### config.mk
export PLATFORM = sky130hd
export DESIGN_NAME = smb_regslave
export DESIGN_NICKNAME = d
export VERILOG_FILES = /design/src/rtl/smb_pkg.sv /design/src/rtl/smb_line_sync.sv /design/src/rtl/smb_addr_sel.sv /design/src/rtl/smb_regbank.sv /design/src/rtl/smb_link.sv /design/src/rtl/smb_regslave.sv
export SDC_FILE = /design/constraint.sdc
export NUM_CORES = 1
export LEC_CHECK = 0
export BUFFER_PORTS_ARGS = -buffer_cell sky130_fd_sc_hd__buf_2
export CAP_MARGIN = 10
export CORE_UTILIZATION = 40
export CTS_CLUSTER_SIZE = 12
export DETAILED_ROUTE_END_ITERATION = 8
export PLACE_DENSITY_LB_ADDON = 0.25
export SLEW_MARGIN = 20
export SYNTH_ARGS = -nofsm -noshare
export SYNTH_HDL_FRONTEND = slang
export SYNTH_SLANG_ARGS = --single-unit
### constraint.sdc
create_clock -name clk -period 5.9 [get_ports clk]
set_input_delay 0.59 -clock clk [delete_from_list [all_inputs] [get_ports clk]]
set_output_delay 0.59 -clock clk [all_outputs]
set_load 0.005 [all_outputs]
### src/rtl/smb_pkg.sv
package smb_pkg;
  localparam int BYTE_W = 8;
  localparam int ADR_W  = 7;

  localparam logic [1:0] STRAP_LOW   = 2'b00;
  localparam logic [1:0] STRAP_FLOAT = 2'b01;
  localparam logic [1:0] STRAP_HIGH  = 2'b10;

  typedef enum logic [2:0] {
    ST_IDLE,
    ST_RX,
    ST_RX_ACK,
    ST_TX,
    ST_TX_ACK,
    ST_TX_NEXT
  } link_state_t;

  typedef enum logic [1:0] {
    ROLE_ADDR,
    ROLE_CMD,
    ROLE_DATA
  } byte_role_t;
endpackage

### src/rtl/smb_line_sync.sv
module smb_line_sync #(
  parameter int SYNC_N = 2
) (
  input  logic clk,
  input  logic rst_n,
  input  logic scl_i,
  input  logic sda_i,
  output logic sda_s,
  output logic scl_rise,
  output logic scl_fall,
  output logic start_ev,
  output logic stop_ev
);
  logic [SYNC_N-1:0] scl_ff;
  logic [SYNC_N-1:0] sda_ff;
  logic scl_q, sda_q, scl_s;

  // Idle bus is high: reset the chains to 1 so no false event follows reset.
  always_ff @(posedge clk or negedge rst_n) begin
    if (!rst_n) begin
      scl_ff <= '1;
      sda_ff <= '1;
      scl_q  <= 1'b1;
      sda_q  <= 1'b1;
    end else begin
      scl_ff <= {scl_ff[SYNC_N-2:0], scl_i};
      sda_ff <= {sda_ff[SYNC_N-2:0], sda_i};
      scl_q  <= scl_ff[SYNC_N-1];
      sda_q  <= sda_ff[SYNC_N-1];
    end
  end

  assign scl_s    = scl_ff[SYNC_N-1];
  assign sda_s    = sda_ff[SYNC_N-1];
  assign scl_rise = scl_s & ~scl_q;
  assign scl_fall = ~scl_s & scl_q;
  // SDA may only move with SCL high when it is a bus condition.
  assign start_ev = scl_s & scl_q & sda_q & ~sda_s;
  assign stop_ev  = scl_s & scl_q & ~sda_q & sda_s;
endmodule

### src/rtl/smb_addr_sel.sv
module smb_addr_sel
  import smb_pkg::*;
#(
  parameter logic [3:0] ADDR_HI = 4'b1010
) (
  input  logic [1:0]       strap,
  input  logic             a2,
  output logic [ADR_W-1:0] own_addr
);
  logic [1:0] low_bits;

  always_comb begin
    case (strap)
      STRAP_FLOAT: low_bits = 2'b01;
      STRAP_HIGH:  low_bits = 2'b10;
      default:     low_bits = 2'b00; // low strap, and the unused code
    endcase
  end

  assign own_addr = {ADDR_HI, a2, low_bits};
endmodule

### src/rtl/smb_regbank.sv
module smb_regbank
  import smb_pkg::*;
#(
  parameter int REG_N   = 16,
  parameter int IDX_W   = 4,
  parameter int CFG_IDX = 4,
  parameter int CFG_BIT = 1,
  parameter int PWR_IDX = 0,
  parameter int PWR_BIT = 0
) (
  input  logic              clk,
  input  logic              rst_n,
  input  logic              we,
  input  logic [IDX_W-1:0]  widx,
  input  logic [BYTE_W-1:0] wdata,
  input  logic [IDX_W-1:0]  ridx,
  output logic [BYTE_W-1:0] rdata,
  output logic              cfg_a2,
  output logic              pwr_bit
);
  logic [BYTE_W-1:0] regs [REG_N];

  for (genvar g = 0; g < REG_N; g++) begin : g_reg
    always_ff @(posedge clk or negedge rst_n) begin
      if (!rst_n)
        regs[g] <= '0;
      else if (we && widx == IDX_W'(g))
        regs[g] <= wdata;
    end
  end

  assign rdata   = regs[ridx];
  assign cfg_a2  = regs[CFG_IDX][CFG_BIT];
  assign pwr_bit = regs[PWR_IDX][PWR_BIT];
endmodule

### src/rtl/smb_link.sv
module smb_link
  import smb_pkg::*;
#(
  parameter int               REG_N      = 16,
  parameter int               IDX_W      = 4,
  parameter logic [ADR_W-1:0] BCAST_ADDR = 7'h00
) (
  input  logic              clk,
  input  logic              rst_n,
  input  logic              sda_s,
  input  logic              scl_rise,
  input  logic              scl_fall,
  input  logic              start_ev,
  input  logic              stop_ev,
  input  logic [ADR_W-1:0]  own_addr,
  input  logic [BYTE_W-1:0] rd_data,
  output logic [IDX_W-1:0]  rd_idx,
  output logic              sda_pull,
  output logic              wr_valid,
  output logic [IDX_W-1:0]  wr_idx,
  output logic [BYTE_W-1:0] wr_data
);
  localparam int CNT_W = $clog2(BYTE_W + 1);
  localparam logic [CNT_W-1:0] LAST_BIT = CNT_W'(BYTE_W);

  link_state_t       state;
  byte_role_t        role;
  logic [CNT_W-1:0]  bitcnt;
  logic [BYTE_W-1:0] shreg;
  logic [IDX_W-1:0]  ptr;
  logic              rd_dir;

  function automatic logic [IDX_W-1:0] ptr_step(input logic [IDX_W-1:0] p);
    return (p == IDX_W'(REG_N - 1)) ? '0 : p + 1'b1;
  endfunction

  logic [ADR_W-1:0] rx_addr;
  logic             rx_rw;
  logic             addr_hit;
  assign rx_addr  = shreg[BYTE_W-1:1];
  assign rx_rw    = shreg[0];
  assign addr_hit = (rx_addr == own_addr) || (rx_addr == BCAST_ADDR && !rx_rw);

  always_ff @(posedge clk or negedge rst_n) begin
    if (!rst_n) begin
      state    <= ST_IDLE;
      role     <= ROLE_ADDR;
      bitcnt   <= '0;
      shreg    <= '0;
      ptr      <= '0;
      rd_dir   <= 1'b0;
      sda_pull <= 1'b0;
      wr_valid <= 1'b0;
      wr_idx   <= '0;
      wr_data  <= '0;
    end else begin
      wr_valid <= 1'b0;
      if (start_ev) begin
        state    <= ST_RX;
        role     <= ROLE_ADDR;
        bitcnt   <= '0;
        sda_pull <= 1'b0;
      end else if (stop_ev) begin
        state    <= ST_IDLE;
        sda_pull <= 1'b0;
      end else begin
        case (state)
          ST_RX: begin
            if (scl_rise) begin
              shreg  <= {shreg[BYTE_W-2:0], sda_s};
              bitcnt <= bitcnt + 1'b1;
            end else if (scl_fall && bitcnt == LAST_BIT) begin
              case (role)
                ROLE_ADDR: begin
                  if (addr_hit) begin
                    sda_pull <= 1'b1;
                    rd_dir   <= rx_rw;
                    state    <= ST_RX_ACK;
                  end else begin
                    state <= ST_IDLE;
                  end
                end
                ROLE_CMD: begin
                  ptr      <= shreg[IDX_W-1:0];
                  sda_pull <= 1'b1;
                  state    <= ST_RX_ACK;
                end
                default: begin
                  wr_valid <= 1'b1;
                  wr_idx   <= ptr;
                  wr_data  <= shreg;
                  ptr      <= ptr_step(ptr);
                  sda_pull <= 1'b1;
                  state    <= ST_RX_ACK;
                end
              endcase
            end
          end
          ST_RX_ACK: begin
            if (scl_fall) begin
              bitcnt <= '0;
              if (role == ROLE_ADDR && rd_dir) begin
                shreg    <= rd_data;
                sda_pull <= ~rd_data[BYTE_W-1];
                state    <= ST_TX;
              end else begin
                sda_pull <= 1'b0;
                role     <= (role == ROLE_ADDR) ? ROLE_CMD : ROLE_DATA;
                state    <= ST_RX;
              end
            end
          end
          ST_TX: begin
            if (scl_rise) begin
              bitcnt <= bitcnt + 1'b1;
            end else if (scl_fall) begin
              if (bitcnt == LAST_BIT) begin
                sda_pull <= 1'b0;
                ptr      <= ptr_step(ptr);
                state    <= ST_TX_ACK;
              end else begin
                shreg    <= {shreg[BYTE_W-2:0], 1'b0};
                sda_pull <= ~shreg[BYTE_W-2];
              end
            end
          end
          ST_TX_ACK: begin
            if (scl_rise)
              state <= sda_s ? ST_IDLE : ST_TX_NEXT;
          end
          ST_TX_NEXT: begin
            if (scl_fall) begin
              bitcnt   <= '0;
              shreg    <= rd_data;
              sda_pull <= ~rd_data[BYTE_W-1];
              state    <= ST_TX;
            end
          end
          ST_IDLE: ;
          default: state <= ST_IDLE;
        endcase
      end
    end
  end

  assign rd_idx = ptr;
endmodule

### src/rtl/smb_regslave.sv
module smb_regslave
  import smb_pkg::*;
#(
  parameter int               REG_N      = 16,
  parameter int               SYNC_N     = 2,
  parameter logic [3:0]       ADDR_HI    = 4'b1010,
  parameter logic [ADR_W-1:0] BCAST_ADDR = 7'h00,
  parameter int               CFG_IDX    = 4,
  parameter int               CFG_BIT    = 1,
  parameter int               PWR_IDX    = 0,
  parameter int               PWR_BIT    = 0,
  localparam int              IDX_W      = $clog2(REG_N)
) (
  input  logic              clk,
  input  logic              rst_n,
  input  logic              scl_i,
  input  logic              sda_i,
  input  logic [1:0]        strap_i,
  output logic              sda_pull_o,
  output logic              wr_valid_o,
  output logic [IDX_W-1:0]  wr_idx_o,
  output logic [BYTE_W-1:0] wr_data_o,
  output logic              pwr_en_o
);
  logic              sda_s, scl_rise, scl_fall, start_ev, stop_ev;
  logic              cfg_a2;
  logic [ADR_W-1:0]  own_addr;
  logic [IDX_W-1:0]  rd_idx;
  logic [BYTE_W-1:0] rd_data;

  smb_line_sync #(.SYNC_N(SYNC_N)) u_sync (
    .clk(clk), .rst_n(rst_n), .scl_i(scl_i), .sda_i(sda_i),
    .sda_s(sda_s), .scl_rise(scl_rise), .scl_fall(scl_fall),
    .start_ev(start_ev), .stop_ev(stop_ev)
  );

  smb_addr_sel #(.ADDR_HI(ADDR_HI)) u_addr (
    .strap(strap_i), .a2(cfg_a2), .own_addr(own_addr)
  );

  smb_link #(.REG_N(REG_N), .IDX_W(IDX_W), .BCAST_ADDR(BCAST_ADDR)) u_link (
    .clk(clk), .rst_n(rst_n), .sda_s(sda_s),
    .scl_rise(scl_rise), .scl_fall(scl_fall),
    .start_ev(start_ev), .stop_ev(stop_ev),
    .own_addr(own_addr), .rd_data(rd_data), .rd_idx(rd_idx),
    .sda_pull(sda_pull_o), .wr_valid(wr_valid_o),
    .wr_idx(wr_idx_o), .wr_data(wr_data_o)
  );

  smb_regbank #(
    .REG_N(REG_N), .IDX_W(IDX_W), .CFG_IDX(CFG_IDX), .CFG_BIT(CFG_BIT),
    .PWR_IDX(PWR_IDX), .PWR_BIT(PWR_BIT)
  ) u_bank (
    .clk(clk), .rst_n(rst_n), .we(wr_valid_o), .widx(wr_idx_o),
    .wdata(wr_data_o), .ridx(rd_idx), .rdata(rd_data),
    .cfg_a2(cfg_a2), .pwr_bit(pwr_en_o)
  );
endmodule

==> impl_results.md <==
- Count of hold buffers inserted by post-cts repair: 0
- Cell taking the most area after synthesis: sky130_fd_sc_hd__dfrtp_1
- IR drop worst, VDD: 0.179 mV
- Routed length on met2: 9030 um
- Crit path largest cell delay: about 680 ps
- Setup violators final: 0
- Total placed instance area: about 8400 um^2
- WP data arrival: roughly 3200 ps
- Die area: a little over 20000 um^2
- Design area: between 8000 and 9000 um^2
- Initial cell density of the core: 0.411
- Rows: 51
- Total iterations of the first detailed-routing run: 4
- Critical path, cell by cell: buf_4 -> mux4_1 -> mux2_2 -> and3_1 -> a221o_1 -> mux2_2
- Global-route wire length before repair: slightly below 30000 um
- Routability-driven placement congestion ratio: around 0.84
- Instance count of the mapped netlist: 587
- Normalized max-slew margin: 0.304
- Number of pins with negative max-slew slack in the final report: 0
- Number of distinct library cells after synthesis: 56
- Transition time of the tightest slew-check pin: around 1000 ps
- Average instance area after synthesis: roughly 14 um^2
- Cell repeated most along the worst path: sky130_fd_sc_hd__mux2_2
- Wire length per cell: around 21 um
- Clk pin slew, worst setup/hold paths: approximately 60 ps
- Sinks on the clock net: between 150 and 200
- Portion of the post-synthesis area used by sequential elements: 0.527
- Post-CTS Setup Repair Bufs: 0
- Total chip power: slightly below 0.003 W
- Maximum fanout along the worst path: 23
- Pwr Density: 321 nW/um^2
- Total CTS buffers: 17
- Final core utilization: 0.458
- Vias per inst: roughly 5.7
- Final cell count without fillers: roughly 870
- Die width: 144 um
- Number of levels the H-tree was split into: 4
- Io pins: 21
- Max-cap check violation count: 0
- Kind of capture point of the worst setup path: register
- Global-route usage over all layers: 0.193
- Top routing layer in use: met4
- Number of enable-type register cells in the synthesized netlist: 0
- Final hold violation count: 0
- Final Routed Wirelength: 18300 um
- Sum of met3 wire segment lengths after detailed routing: ~700 um
- Fmax: approximately 340 MHz
- Area of the core: slightly below 20000 um^2
- Global route total overflow: 0
- Remaining DRCs: 0
- RSZ-0062 raised after global routing: false
- Hpwl dp: ~12000 um
- Post-synthesis to final-layout area growth: 11.3%
- Critical setup path kind: reg2reg
- Number of antenna violations at the first check in global routing: 0
- Slowest stage cell, crit path: sky130_fd_sc_hd__dfrtp_2
- Longest Clk Path Bufs: 2
- Total number of yosys warnings: 0
- Setup Total Neg Slack: 0 ps
- Die Ht: around 140 um
- Minimum clock period after layout: 2910 ps
- Worst min-delay path class: in2reg
- Via count of the first global-routing pass: 5044
- Post-DRT Antenna Nets: 0
- Part of the cycle the worst path needs: 0.493
- Proportion of register bits with asynchronous set or reset after synthesis: 1.00
- Number of nets in the layout: roughly 600
- Clock tree from TritonCTS: yes
- Most common cell in the synthesized netlist: sky130_fd_sc_hd__dfrtp_1
- Category of the worst setup path launch point: register
- Clock Latency Late Sink: approximately 430 ps
- Inst Count DP: approximately 840
- Clock root buffer: sky130_fd_sc_hd__clkbuf_16
- Count of input and output buffers: 20
- Area of the mapped netlist: 8080 um^2
- Length of routed wiring on met1: approximately 8300 um
- Biggest area contributors in the synthesized netlist: sky130_fd_sc_hd__dfrtp_1 (51%), sky130_fd_sc_hd__mux2_2 (21%), sky130_fd_sc_hd__mux4_1 (4.9%)
- Worst clock skew: roughly 8.7 ps
- Number of filler cells placed in the layout: between 1.5k and 2k
- Post-synthesis sequential element count: 170
- Fraction of layout instances using a drive strength above 1: 0.378
- Number of antenna diodes: 0
- Required time of the worst setup path: 6210 ps
- Number of violations reported at the end of detailed-routing iteration 0: 313
- Largest net degree at the start of global routing: 102
- Total via count in the routed design: about 4.9k
- Yosys top cell area share: 0.508
- Top cells by instance count after synthesis: sky130_fd_sc_hd__dfrtp_1 (164), sky130_fd_sc_hd__mux2_2 (150), sky130_fd_sc_hd__nand2_1 (32)
- Post-synth top flop: sky130_fd_sc_hd__dfrtp_1
- Cells resized by post-CTS repair: 0
- Leakage power of the design: about 4.3 nW
- Post-synth net total: roughly 600
- Result of the run: finished clean
state kept, by name, summed over array words and instances (netlist names), 2 cells and up:
signal / count
u_link.wr_idx: 4
u_bank.regs: 126
u_sync.scl_ff: 2
u_sync.sda_ff: 2
u_link.bitcnt: 4
u_link.rd_idx: 4
u_link.shreg: 8
u_link.wr_data: 8
u_link.role: 2
u_link.state: 3
cells by family after synthesis:
family / share of synthesized area
AO/OA/AOI/OAI: 0.0485
XOR/XNOR: 0.00325
adder cells (fa/ha/maj): 0.00465
buffers and inverters: 0.0251
flip-flops: 0.527
multiplexers: 0.320
AND/OR/NAND/NOR: 0.0712
layer usage:
layer	global-route usage	up-vias
met5	0	-
met1	0.253	2618
met4	0.0598	0
met2	0.312	98
met3	0.0507	16
li1	-	2194
power breakdown:
part	switching (W)	internal, W	total, W	leakage, nW
registers	0.000101	0.00122	0.00132	2.34
clock network	0.000458	0.000717	0.00118	0.289
logic	0.000229	0.000165	0.000394	1.69
per-stage QoR:
step / hold slack, ps / worst slack [ps]
finish: 256 / 2990
global route: 231 / 2840
CTS: 243 / 2970
detailed placement: 352 / 2980
global placement: 349 / 3070
floorplan: 294 / 3750
path summary, 6_finish.rpt:
path                       slack, ps  cells past startpoint                          from                      endpoint
min in group asynchronous        280                      1                         rst_n  u_bank.regs[104]$_DFFE_PN0P_
setup / recovery                2990                      6  u_link.rd_idx[0]$_DFFE_PN0P_   u_link.shreg[4]$_DFFE_PN0P_
setup reg to reg                2990                      6  u_link.rd_idx[0]$_DFFE_PN0P_   u_link.shreg[4]$_DFFE_PN0P_
hold / removal                   260                      1                         sda_i    u_sync.sda_ff[0]$_DFF_PN1_
max in group asynchronous       4140                      2                         rst_n   u_bank.regs[12]$_DFFE_PN0P_
hold reg to reg                  360                      0    u_sync.scl_ff[0]$_DFF_PN1_    u_sync.scl_ff[1]$_DFF_PN1_
worst max-delay path: cells and delay by family (launching register included):
| kind | cells | cell delay (ps) |
|---|---|---|
| mux | 3 | 1170 |
| flops | 1 | 680 |
| buf+inv | 1 | 480 |
| compound gates | 1 | 260 |
| simple gates | 1 | 170 |
cell type report:
| cell class | instances | area, um^2 | area share |
|---|---|---|---|
| tap | 265 | 332 | 0.0369 |
| timing repair buffer | 24 | 136 | 0.0152 |
| inverter | 9 | 33.8 | 0.00375 |
| clock inverter | 10 | 169 | 0.0188 |
| multi-input combinational | 373 | 3620 | 0.402 |
| clock buffer | 20 | 447 | 0.0496 |
| sequential | 170 | 4260 | 0.474 |
cell usage in the layout (no fill, tap or decap), types with 2 or more instances in the layout:
cell / n
sky130_fd_sc_hd__nand3_1: 13
sky130_fd_sc_hd__nor4b_1: 2
sky130_fd_sc_hd__nor3b_1: 3
sky130_fd_sc_hd__o22ai_1: 2
sky130_fd_sc_hd__clkinv_4: 2
sky130_fd_sc_hd__a22o_1: 2
sky130_fd_sc_hd__bufinv_16: 4
sky130_fd_sc_hd__mux4_2: 15
sky130_fd_sc_hd__clkbuf_16: 17
sky130_fd_sc_hd__a21oi_1: 10
sky130_fd_sc_hd__buf_4: 4
sky130_fd_sc_hd__o21ai_0: 14
sky130_fd_sc_hd__mux2_2: 150
sky130_fd_sc_hd__ha_1: 3
sky130_fd_sc_hd__o21a_1: 3
sky130_fd_sc_hd__clkbuf_1: 2
sky130_fd_sc_hd__nor2b_1: 2
sky130_fd_sc_hd__xnor2_1: 2
sky130_fd_sc_hd__a221oi_1: 2
sky130_fd_sc_hd__nand2b_1: 10
sky130_fd_sc_hd__dfrtp_1: 163
sky130_fd_sc_hd__nor3_1: 2
sky130_fd_sc_hd__dfstp_2: 6
sky130_fd_sc_hd__nand2_1: 32
sky130_fd_sc_hd__a31oi_1: 4
sky130_fd_sc_hd__clkinvlp_4: 3
sky130_fd_sc_hd__nand4_1: 2
sky130_fd_sc_hd__mux4_1: 15
sky130_fd_sc_hd__nand3b_1: 7
sky130_fd_sc_hd__mux2i_1: 15
sky130_fd_sc_hd__buf_2: 19
sky130_fd_sc_hd__and3_1: 7
sky130_fd_sc_hd__o211ai_1: 3
sky130_fd_sc_hd__nor4bb_1: 2
sky130_fd_sc_hd__nor2_1: 27
sky130_fd_sc_hd__inv_1: 8
sky130_fd_sc_hd__a221o_1: 5
No activity file was read; power rests on OpenSTA's default activity.
